===== config.mk =====
export PLATFORM = sky130hd
export DESIGN_NAME = adc_rd_ctrl
export DESIGN_NICKNAME = d
export VERILOG_FILES = /design/src/rtl/adc_rd_pkg.sv /design/src/rtl/adc_rd_tick.sv /design/src/rtl/adc_rd_seq.sv /design/src/rtl/adc_rd_capture.sv /design/src/rtl/adc_rd_ctrl.sv
export SDC_FILE = /design/constraint.sdc
export NUM_CORES = 1
export LEC_CHECK = 0
export BUFFER_PORTS_ARGS = -buffer_cell sky130_fd_sc_hd__buf_2
export CORE_MARGIN = 4
export CORE_UTILIZATION = 30
export DETAILED_ROUTE_END_ITERATION = 6
export PLACE_DENSITY = 0.45
export SYNTH_ARGS = -nofsm -noshare
export SYNTH_HDL_FRONTEND = slang
export SYNTH_HIERARCHICAL = 1
export SYNTH_SLANG_ARGS = --single-unit
export TNS_END_PERCENT = 10

===== constraint.sdc =====
create_clock -name clk_i -period 3.1 [get_ports clk_i]
set_clock_uncertainty 0.1 [all_clocks]
set_input_delay 0.62 -clock clk_i [delete_from_list [all_inputs] [get_ports clk_i]]
set_output_delay 0.62 -clock clk_i [all_outputs]
set_load 0.005 [all_outputs]

===== src/rtl/adc_rd_pkg.sv =====
package adc_rd_pkg;
  typedef enum logic [1:0] {
    ST_IDLE,
    ST_RUN,
    ST_GAP
  } seq_st_e;
endpackage


===== src/rtl/adc_rd_tick.sv =====
module adc_rd_tick #(
  parameter int unsigned DIV = 4
) (
  input  logic clk_i,
  input  logic rst_ni,
  input  logic en_i,
  output logic tick_o
);
  localparam int unsigned CW = (DIV > 1) ? $clog2(DIV) : 1;
  localparam logic [CW-1:0] LAST = CW'(DIV - 1);

  logic [CW-1:0] cnt_q;

  always_ff @(posedge clk_i or negedge rst_ni) begin
    if (!rst_ni)            cnt_q <= '0;
    else if (!en_i)         cnt_q <= '0;
    else if (cnt_q == LAST) cnt_q <= '0;
    else                    cnt_q <= cnt_q + 1'b1;
  end

  assign tick_o = en_i && (cnt_q == LAST);
endmodule


===== src/rtl/adc_rd_seq.sv =====
module adc_rd_seq
  import adc_rd_pkg::*;
#(
  parameter int unsigned DATA_W    = 12,
  parameter int unsigned SMPL_CLKS = 2,
  parameter int unsigned CS_GAP    = 8,
  parameter int unsigned IDX_W     = 5
) (
  input  logic             clk_i,
  input  logic             rst_ni,
  input  logic             start_i,
  input  logic             check_en_i,
  input  logic             tick_i,
  output logic             run_o,
  output logic             cs_no,
  output logic             sclk_o,
  output logic             busy_o,
  output logic             rise_o,
  output logic [IDX_W-1:0] idx_o,
  output logic             chk_o,
  output logic             fin_o
);
  localparam int unsigned N_NORM = SMPL_CLKS + 1 + DATA_W;
  localparam int unsigned N_CHK  = N_NORM + DATA_W - 1;
  localparam int unsigned GW     = (CS_GAP > 1) ? $clog2(CS_GAP) : 1;
  localparam logic [GW-1:0] GAP_LAST = GW'(CS_GAP - 1);

  seq_st_e          st_q;
  logic [IDX_W-1:0] cnt_q;
  logic [GW-1:0]    gap_q;
  logic             sclk_q, cs_q, chk_q;
  logic [IDX_W-1:0] last;

  assign last   = chk_q ? IDX_W'(N_CHK) : IDX_W'(N_NORM);
  assign rise_o = (st_q == ST_RUN) && tick_i && !sclk_q;
  assign fin_o  = (st_q == ST_RUN) && tick_i && sclk_q && (cnt_q == last);

  always_ff @(posedge clk_i or negedge rst_ni) begin
    if (!rst_ni) begin
      st_q   <= ST_IDLE;
      cnt_q  <= '0;
      gap_q  <= '0;
      sclk_q <= 1'b0;
      cs_q   <= 1'b1;
      chk_q  <= 1'b0;
    end else begin
      unique case (st_q)
        ST_IDLE: if (start_i) begin
          st_q   <= ST_RUN;
          cs_q   <= 1'b0;
          sclk_q <= 1'b0;
          chk_q  <= check_en_i;
          cnt_q  <= '0;
        end
        ST_RUN: if (tick_i) begin
          if (!sclk_q) begin
            sclk_q <= 1'b1;
            cnt_q  <= cnt_q + 1'b1;
          end else begin
            sclk_q <= 1'b0;
            if (cnt_q == last) begin
              st_q  <= ST_GAP;
              cs_q  <= 1'b1;
              gap_q <= '0;
            end
          end
        end
        ST_GAP: begin
          if (gap_q == GAP_LAST) st_q <= ST_IDLE;
          else                   gap_q <= gap_q + 1'b1;
        end
        default: st_q <= ST_IDLE;
      endcase
    end
  end

  assign run_o  = (st_q == ST_RUN);
  assign busy_o = (st_q != ST_IDLE);
  assign cs_no  = cs_q;
  assign sclk_o = sclk_q;
  assign idx_o  = cnt_q;
  assign chk_o  = chk_q;
endmodule


===== src/rtl/adc_rd_capture.sv =====
module adc_rd_capture #(
  parameter int unsigned DATA_W    = 12,
  parameter int unsigned SMPL_CLKS = 2,
  parameter int unsigned IDX_W     = 5
) (
  input  logic              clk_i,
  input  logic              rst_ni,
  input  logic              rise_i,
  input  logic [IDX_W-1:0]  idx_i,
  input  logic              sdata_i,
  output logic [DATA_W-1:0] word_o,
  output logic [DATA_W-2:0] echo_o,
  output logic              null_o
);
  localparam logic [IDX_W-1:0] NULL_IDX = IDX_W'(SMPL_CLKS);
  localparam logic [IDX_W-1:0] W_FIRST  = IDX_W'(SMPL_CLKS + 1);
  localparam logic [IDX_W-1:0] W_LAST   = IDX_W'(SMPL_CLKS + DATA_W);
  localparam logic [IDX_W-1:0] E_FIRST  = IDX_W'(SMPL_CLKS + DATA_W + 1);
  localparam logic [IDX_W-1:0] E_LAST   = IDX_W'(SMPL_CLKS + 2 * DATA_W - 1);

  logic [DATA_W-1:0] word_q;
  logic [DATA_W-2:0] echo_q;
  logic              null_q;
  logic              in_word, in_echo;

  assign in_word = (idx_i >= W_FIRST) && (idx_i <= W_LAST);
  assign in_echo = (idx_i >= E_FIRST) && (idx_i <= E_LAST);

  always_ff @(posedge clk_i or negedge rst_ni) begin
    if (!rst_ni) begin
      word_q <= '0;
      echo_q <= '0;
      null_q <= 1'b0;
    end else if (rise_i) begin
      if (idx_i == NULL_IDX) null_q <= sdata_i;
      if (in_word) word_q <= {word_q[DATA_W-2:0], sdata_i};
      // echo arrives B1 first; after DATA_W-1 shifts bit i-1 holds B(i)
      if (in_echo) echo_q <= {sdata_i, echo_q[DATA_W-2:1]};
    end
  end

  assign word_o = word_q;
  assign echo_o = echo_q;
  assign null_o = null_q;
endmodule


===== src/rtl/adc_rd_ctrl.sv =====
module adc_rd_ctrl #(
  parameter int unsigned DATA_W    = 12,
  parameter int unsigned SMPL_CLKS = 2,
  parameter int unsigned CLK_DIV   = 4,
  parameter int unsigned CS_GAP    = 8
) (
  input  logic              clk_i,
  input  logic              rst_ni,
  input  logic              start_i,
  input  logic              check_en_i,
  input  logic              sdata_i,
  output logic              cs_no,
  output logic              sclk_o,
  output logic              busy_o,
  output logic [DATA_W-1:0] data_o,
  output logic              valid_o,
  output logic              frame_err_o,
  output logic              echo_err_o
);
  localparam int unsigned IDX_W = $clog2(SMPL_CLKS + 2 * DATA_W + 1);

  logic              run, tick, rise, chk, fin;
  logic [IDX_W-1:0]  idx;
  logic [DATA_W-1:0] word;
  logic [DATA_W-2:0] echo;
  logic              null_bit;

  adc_rd_tick #(.DIV(CLK_DIV)) u_tick (
    .clk_i  (clk_i),
    .rst_ni (rst_ni),
    .en_i   (run),
    .tick_o (tick)
  );

  adc_rd_seq #(
    .DATA_W    (DATA_W),
    .SMPL_CLKS (SMPL_CLKS),
    .CS_GAP    (CS_GAP),
    .IDX_W     (IDX_W)
  ) u_seq (
    .clk_i      (clk_i),
    .rst_ni     (rst_ni),
    .start_i    (start_i),
    .check_en_i (check_en_i),
    .tick_i     (tick),
    .run_o      (run),
    .cs_no      (cs_no),
    .sclk_o     (sclk_o),
    .busy_o     (busy_o),
    .rise_o     (rise),
    .idx_o      (idx),
    .chk_o      (chk),
    .fin_o      (fin)
  );

  adc_rd_capture #(
    .DATA_W    (DATA_W),
    .SMPL_CLKS (SMPL_CLKS),
    .IDX_W     (IDX_W)
  ) u_cap (
    .clk_i   (clk_i),
    .rst_ni  (rst_ni),
    .rise_i  (rise),
    .idx_i   (idx),
    .sdata_i (sdata_i),
    .word_o  (word),
    .echo_o  (echo),
    .null_o  (null_bit)
  );

  always_ff @(posedge clk_i or negedge rst_ni) begin
    if (!rst_ni) begin
      data_o      <= '0;
      valid_o     <= 1'b0;
      frame_err_o <= 1'b0;
      echo_err_o  <= 1'b0;
    end else begin
      valid_o <= fin;
      if (fin) begin
        data_o      <= word;
        frame_err_o <= null_bit;
        echo_err_o  <= chk && (echo != word[DATA_W-1:1]);
      end
    end
  end
endmodule


==> impl_metrics.yaml, run 1 <==
pwr:
  p_leak_nw: 1.38
  pwr-share-clk_pct: 26.3
  intPower_mw: 1.53
  combinationalPowerShare_pct: 25.8
  p_sw_share_pct: 30.4
  irDropWorstVdd_mv: 0.334
  seqPwrFrac_pct: 47.8
  p_switching_mw: 0.669
  p_total_mw: 2.20
  p_per_area_nw_per_um2: 765
clock_tree:
  clk_pin_slew_worst_paths_ps: 100
  postCtsSetupBuffers: 0
  cts_resized: 0
  htree_levels: 2
  hold_buffers: 0
  root_buffer: "clkbuf_8"
  insertion_delay_ps: 310
  cts_made_buffers: 5
  clockBufferDepth: 2
  cts_sinks: 54
  cts_tree: "yes"
synth:
  synth_top_area_cell: "dfrtp_1"
  ys_types: 42
  ys_seq_area_share_pct: 53.9
  syn_area_um2: 2510
  syn_avg_cell_area_um2: 14.3
  netlist_top_cells_area: "dfrtp_1 53%, mux2_2 13%, mux2_4 5.4%"
  yosysTopAreaCellShare_pct: 52.8
  ys_warn_count: 6
  ys_ff_latch: 54
  syn_inst: 176
  synth_nets: 185
route:
  firstDrtPassIters: 4
  post_drt_wl_per_cell_um: 14.9
  drt_iter0_drc: 35
  drtAntennaViolNets: 0
  num_vias: 1447
  vias_per_cell: 4.65
  drc: 0
  finalWirelength_um: 4640
critical_path:
  rrSetupSlack_ps: 440
  max_stage_delay_ps: 450
  worst-path-buf-inv: 1
  crit_path_max_fanout: 11
  cp.arrival_ps: 2760
  crit_family: "simple AND/OR/NAND/NOR gates"
  crit_slowest_cell: "dfrtp_1"
  cp.required_ps: 3190
  cp-start-kind: "register"
  crit_type: "reg -> reg"
  end_kind: "register"
  crit_chain: "and2b_1, and2_1, and4bb_1, nand2b_4, o32ai_2, buf_4, mux2_2"
sta:
  rsz0062_at_grt: "false"
  worst_slack_ps: 436
  fin_crit_sh_pct: 85.9
  setup_violations: 0
  hold_viol: 0
  fin_tns_setup_ps: 0
  worstMarginPinSlew_ps: 450
  max_freq_ghz: 0.375
  slew_headroom_pct: 70.0
  period_minus_slack_ps: 2660
  slew_violations: 0
layout:
  nNetsFinal: 214
  regArea_um2: 1350
  utilization_pct: 35.1
  fill_cells: 820
  multi_input_comb_area_um2: 1090
  antennaDiodeCount: 0
  drive_gt1_share_pct: 42.2
  finalNonFillerCells: 311
  area_growth_pct: 14.5
grt:
  grt_max_degree: 36
  gr-total-overflow: 0
  grt_pass1_vias: 1460
  groute.usage.overall_pct: 10.2
  antenna_found_initial: 0
  grt_pass1_wl_um: 7900
placed_design:
  hpwl_um: 3310
  gp_congestion: 0.817
  placed_cells: 303
  dp_slack_ps: 484
  io_buffers: 22
die:
  die-area_um2: 9890
  fp.dieW_um: 99.5
  start_util_pct: 30.7
  num_rows: 33
  dieHeight_um: 99.5
  core-area_um2: 8180
  io_pins: 23
min_path:
  hp-class: "in -> async"
flow_run:
  cap_violations: 0
status:
  outcome: "complete, no violations"
==> layer usage <==
layer,global-route usage [%],routed length [um],up-vias
met5,0,0,-
met4,2.84,44,0
met3,3.58,178,2
met2,14.4,2020,23
met1,14.8,2400,726
li1,-,-,696
==> kinds of logic after synthesis <==
logic type,share of synthesized area [%]
flops,53.9
mux,20.4
simple gates,11.6
compound gates,5.28
xor+xnor,4.14
buf+inv,2.74
fa+ha+maj,1.99
==> power by group through the flow <==
| stage | sequential [mW] | combinational (mW) | clock (mW) |
|---|---|---|---|
| 3_5_place_dp | 1.07 | 0.581 | 0 |
| 6_report | 1.05 | 0.568 | 0.579 |
| 2_1_floorplan | 1.01 | 0.467 | 0 |
| 5_1_grt | 1.09 | 0.641 | 0.633 |
| 3_3_place_gp | 1.07 | 0.577 | 0 |
| 4_1_cts | 1.06 | 0.581 | 0.597 |
==> state kept, by name (all words and copies together), names as in the netlist <==
signal / flops
u_seq/st_q: 2
data_o: 12
u_cap/word_o: 12
echo_err_o: 1
u_seq/gap_q: 3
u_seq/idx_o: 5
u_seq/chk_o: 1
frame_err_o: 1
u_seq/cs_no: 1
u_tick/cnt_q: 2
u_cap/echo_o: 11
u_cap/null_o: 1
valid_o: 1
u_seq/sclk_o: 1
==> per-stage QoR <==
| step | cell area (um2) | hold slack, ps |
|---|---|---|
| finish | 2870 | 171 |
| global route | 2870 | 180 |
| CTS | 2870 | 176 |
| detailed placement | 2730 | 367 |
| global placement | 2730 | 370 |
| floorplan | 2510 | 224 |
==> path summary, 6_finish.rpt <==
kind,start,to,depth (start not counted)
setup / recovery,u_seq/st_q[1]$_DFFE_PN0P_,u_cap/echo_o[9]$_DFFE_PN0P_,7
hold reg to reg,u_seq/cs_no$_DFFE_PN1P_,u_seq/cs_no$_DFFE_PN1P_,2
max in group asynchronous,rst_ni,data_o[11]$_DFFE_PN0P_,2
setup reg to reg,u_seq/st_q[1]$_DFFE_PN0P_,u_cap/echo_o[9]$_DFFE_PN0P_,7
min in group clk_i,u_seq/cs_no$_DFFE_PN1P_,u_seq/cs_no$_DFFE_PN1P_,2
hold / removal,rst_ni,u_seq/idx_o[4]$_DFFE_PN0P_,2
==> synthesized netlist by cell type (all sizes together) <==
master and n:
o211ai 2, o211a 1, o32ai 1, mux2i 5, a21boi 1, and2b 1
nor2 3, nand4b 1, a22oi 1, nand2b 1, mux2 38, a211oi 1
and2 2, ha 4, nand4 5, xnor2 11, nand2 14, dfstp 1
or2 2, nor4bb 1, nor3 1, and4bb 5, a31oi 2, or3b 2
buf 6, dfrtp 53, a21o 1, a41oi 1, o21a 1, o21ai 4
and4 1, nor2b 1, nand3 1, o21bai 1
==> placed cells by master (no fill, tap or decap), drive strengths merged, types with 3 or more instances in the layout <==
master	netlist	layout
and4bb	5	5
nand4	5	5
nand2	14	14
o21ai	4	4
clkbuf	0	6
ha	4	4
dfrtp	53	53
mux2	38	38
xnor2	11	11
mux2i	5	5
nor2	3	3
buf	6	28
==> worst reg2reg max path, stage by stage (launching register included) <==
cell and delay, ps:
dfrtp_1 450, and2b_1 370, and2_1 230, and4bb_1 450, nand2b_4 100, o32ai_2 260, buf_4 230, mux2_2 350
==> area by class of cell <==
type	count	area share (%)
clock inverters	2	2.09
multi-input cells	116	38.0
clock buffers	6	2.87
flip-flops and latches	54	47.1
well taps	105	4.57
repair buffers	28	5.40
No activity file was read; power rests on OpenSTA's default activity.
==> run 2: changes to the inputs <==
--- a/config.mk
+++ b/config.mk
@@ -8,6 +8,7 @@
 export BUFFER_PORTS_ARGS = -buffer_cell sky130_fd_sc_hd__buf_2
 export CORE_MARGIN = 4
 export CORE_UTILIZATION = 30
+export CTS_BUF_LIST = sky130_fd_sc_hd__clkbuf_16
 export DETAILED_ROUTE_END_ITERATION = 6
 export PLACE_DENSITY = 0.45
 export SYNTH_ARGS = -nofsm -noshare
==> run 2 against run 1 <==
- sequential cell count unchanged
- die area unchanged
- combinational power about the same
- sequential share of layout area decreased by 0.75 points
- critical path type unchanged
- critical endpoint is now u_cap/echo_o[3]$_DFFE_PN0P_
- worst hold slack improved by 26 ps
- via count increased by 0.69%
- largest power group unchanged
==> impl_metrics.yaml, run 2 (synthesis results as in run 1) <==
status:
  outcome: "complete, no violations"
critical_path:
  rrSetupSlack_ps: 450
  cp-start-kind: "register"
  crit_family: "simple AND/OR/NAND/NOR gates"
  cp.required_ps: 3180
  crit_type: "reg -> reg"
  crit_chain: "and2b_1, and2_1, and4bb_1, nand2b_4, o32ai_2, buf_4, mux2_2"
  cp.arrival_ps: 2730
  worst-path-buf-inv: 1
  crit_slowest_cell: "and4bb_1"
  max_stage_delay_ps: 450
  crit_path_max_fanout: 11
  rr_endpoint: "u_cap/echo_o[3]$_DFFE_PN0P_"
  end_kind: "register"
  r2r_start: "u_seq/st_q[1]$_DFFE_PN0P_"
  r2r_cells: 7
clock_tree:
  htree_levels: 2
  cts_tree: "yes"
  postCtsSetupBuffers: 0
  cts_sinks: 54
  hold_buffers: 0
  clockBufferDepth: 2
  insertion_delay_ps: 290
  clk_pin_slew_worst_paths_ps: 70
  root_buffer: "clkbuf_16"
  cts_resized: 0
  cts_made_buffers: 5
grt:
  grt_max_degree: 36
  groute.usage.overall_pct: 10.1
  grt_pass1_vias: 1479
  grt_pass1_wl_um: 7870
  antenna_found_initial: 0
  gr-total-overflow: 0
sta:
  worstMarginPinSlew_ps: 448
  period_minus_slack_ps: 2650
  hold_viol: 0
  fin_tns_setup_ps: 0
  slew_headroom_pct: 70.1
  setup_violations: 0
  rsz0062_at_grt: "false"
  fin_crit_sh_pct: 85.5
  holdWs_ps: 197
  slew_violations: 0
  worst_slack_ps: 449
  max_freq_ghz: 0.377
flow_run:
  cap_violations: 0
die:
  dieHeight_um: 99.5
  fp.dieW_um: 99.5
  start_util_pct: 30.7
  io_pins: 23
  die-area_um2: 9890
  core-area_um2: 8180
  num_rows: 33
route:
  post_drt_wl_per_cell_um: 14.8
  drtAntennaViolNets: 0
  vias_per_cell: 4.68
  drt_iter0_drc: 34
  firstDrtPassIters: 2
  drc: 0
  num_vias: 1457
  finalWirelength_um: 4590
layout:
  nNetsFinal: 214
  antennaDiodeCount: 0
  final_cell_mix: "53 x dfrtp_1, 29 x mux2_2, 22 x buf_2, 14 x nand2_1, 10 x xnor2_1"
  area_growth_pct: 16.3
  finalNonFillerCells: 311
  finish.instance_area_um2: 2920
  drive_gt1_share_pct: 41.7
  layout_commonest_cell: "dfrtp_1"
min_path:
  hp-class: "in -> async"
pwr:
  irDropWorstVdd_mv: 0.311
  p_per_area_nw_per_um2: 796
  p_leak_nw: 1.40
placed_design:
  placed_cells: 303
  postPlaceCellArea_um2: 2730
  io_buffers: 22
  gp_congestion: 0.817
  hpwl_um: 3310
  dp_slack_ps: 484
run 2: changes by cell type in the layout (fill, tap and decap cells not counted), sizes merged:
| cell | delta |
|---|---|
| clkinv | +1 |
| clkbuf | -1 |
run 2: worst max-delay path by stage:
stage | from | end | depth (start not counted)
finish | u_seq/st_q[1]$_DFFE_PN0P_ | u_cap/echo_o[3]$_DFFE_PN0P_ | 7
global route | u_seq/st_q[0]$_DFFE_PN0P_ | u_cap/echo_o[9]$_DFFE_PN0P_ | 7
CTS | u_seq/st_q[1]$_DFFE_PN0P_ | u_cap/echo_o[9]$_DFFE_PN0P_ | 7
detailed placement | u_seq/st_q[1]$_DFFE_PN0P_ | u_cap/echo_o[5]$_DFFE_PN0P_ | 7
global placement | u_seq/st_q[1]$_DFFE_PN0P_ | u_cap/echo_o[5]$_DFFE_PN0P_ | 7
floorplan | u_seq/st_q[1]$_DFFE_PN0P_ | u_cap/echo_o[10]$_DFFE_PN0P_ | 8
run 2: metrics by stage:
step           util (%)  power (mW)
2_1_floorplan         -        1.48
3_3_place_gp       33.4        1.65
3_5_place_dp       33.4        1.65
4_1_cts            35.7        2.37
5_1_grt            35.7        2.49
6_report           35.7        2.32
run 2: layout make-up:
cell class	instances	area [um2]
Clock buffer	5	125
Timing Repair Buffer	28	155
Fill cell	812	5260
Multi-Input combinational cell	116	1090
Sequential cell	54	1350
Tap cell	105	131
Clock inverter	3	63.8
run 2: report_power, final:
part	switching, mW	internal (mW)	leakage [nW]
Clock	0.245	0.460	0.0915
Sequential	0.185	0.867	0.700
Combinational	0.248	0.318	0.607
run 2: layer usage:
layer,part of all wire [%],vias up,wire (um),track usage (%)
li1,-,699,-,-
met1,52,731,2370,14.5
met2,43,21,1990,14.6
met3,3.2,6,148,2.52
met4,1.7,0,80,4.10
met5,0,-,0,0
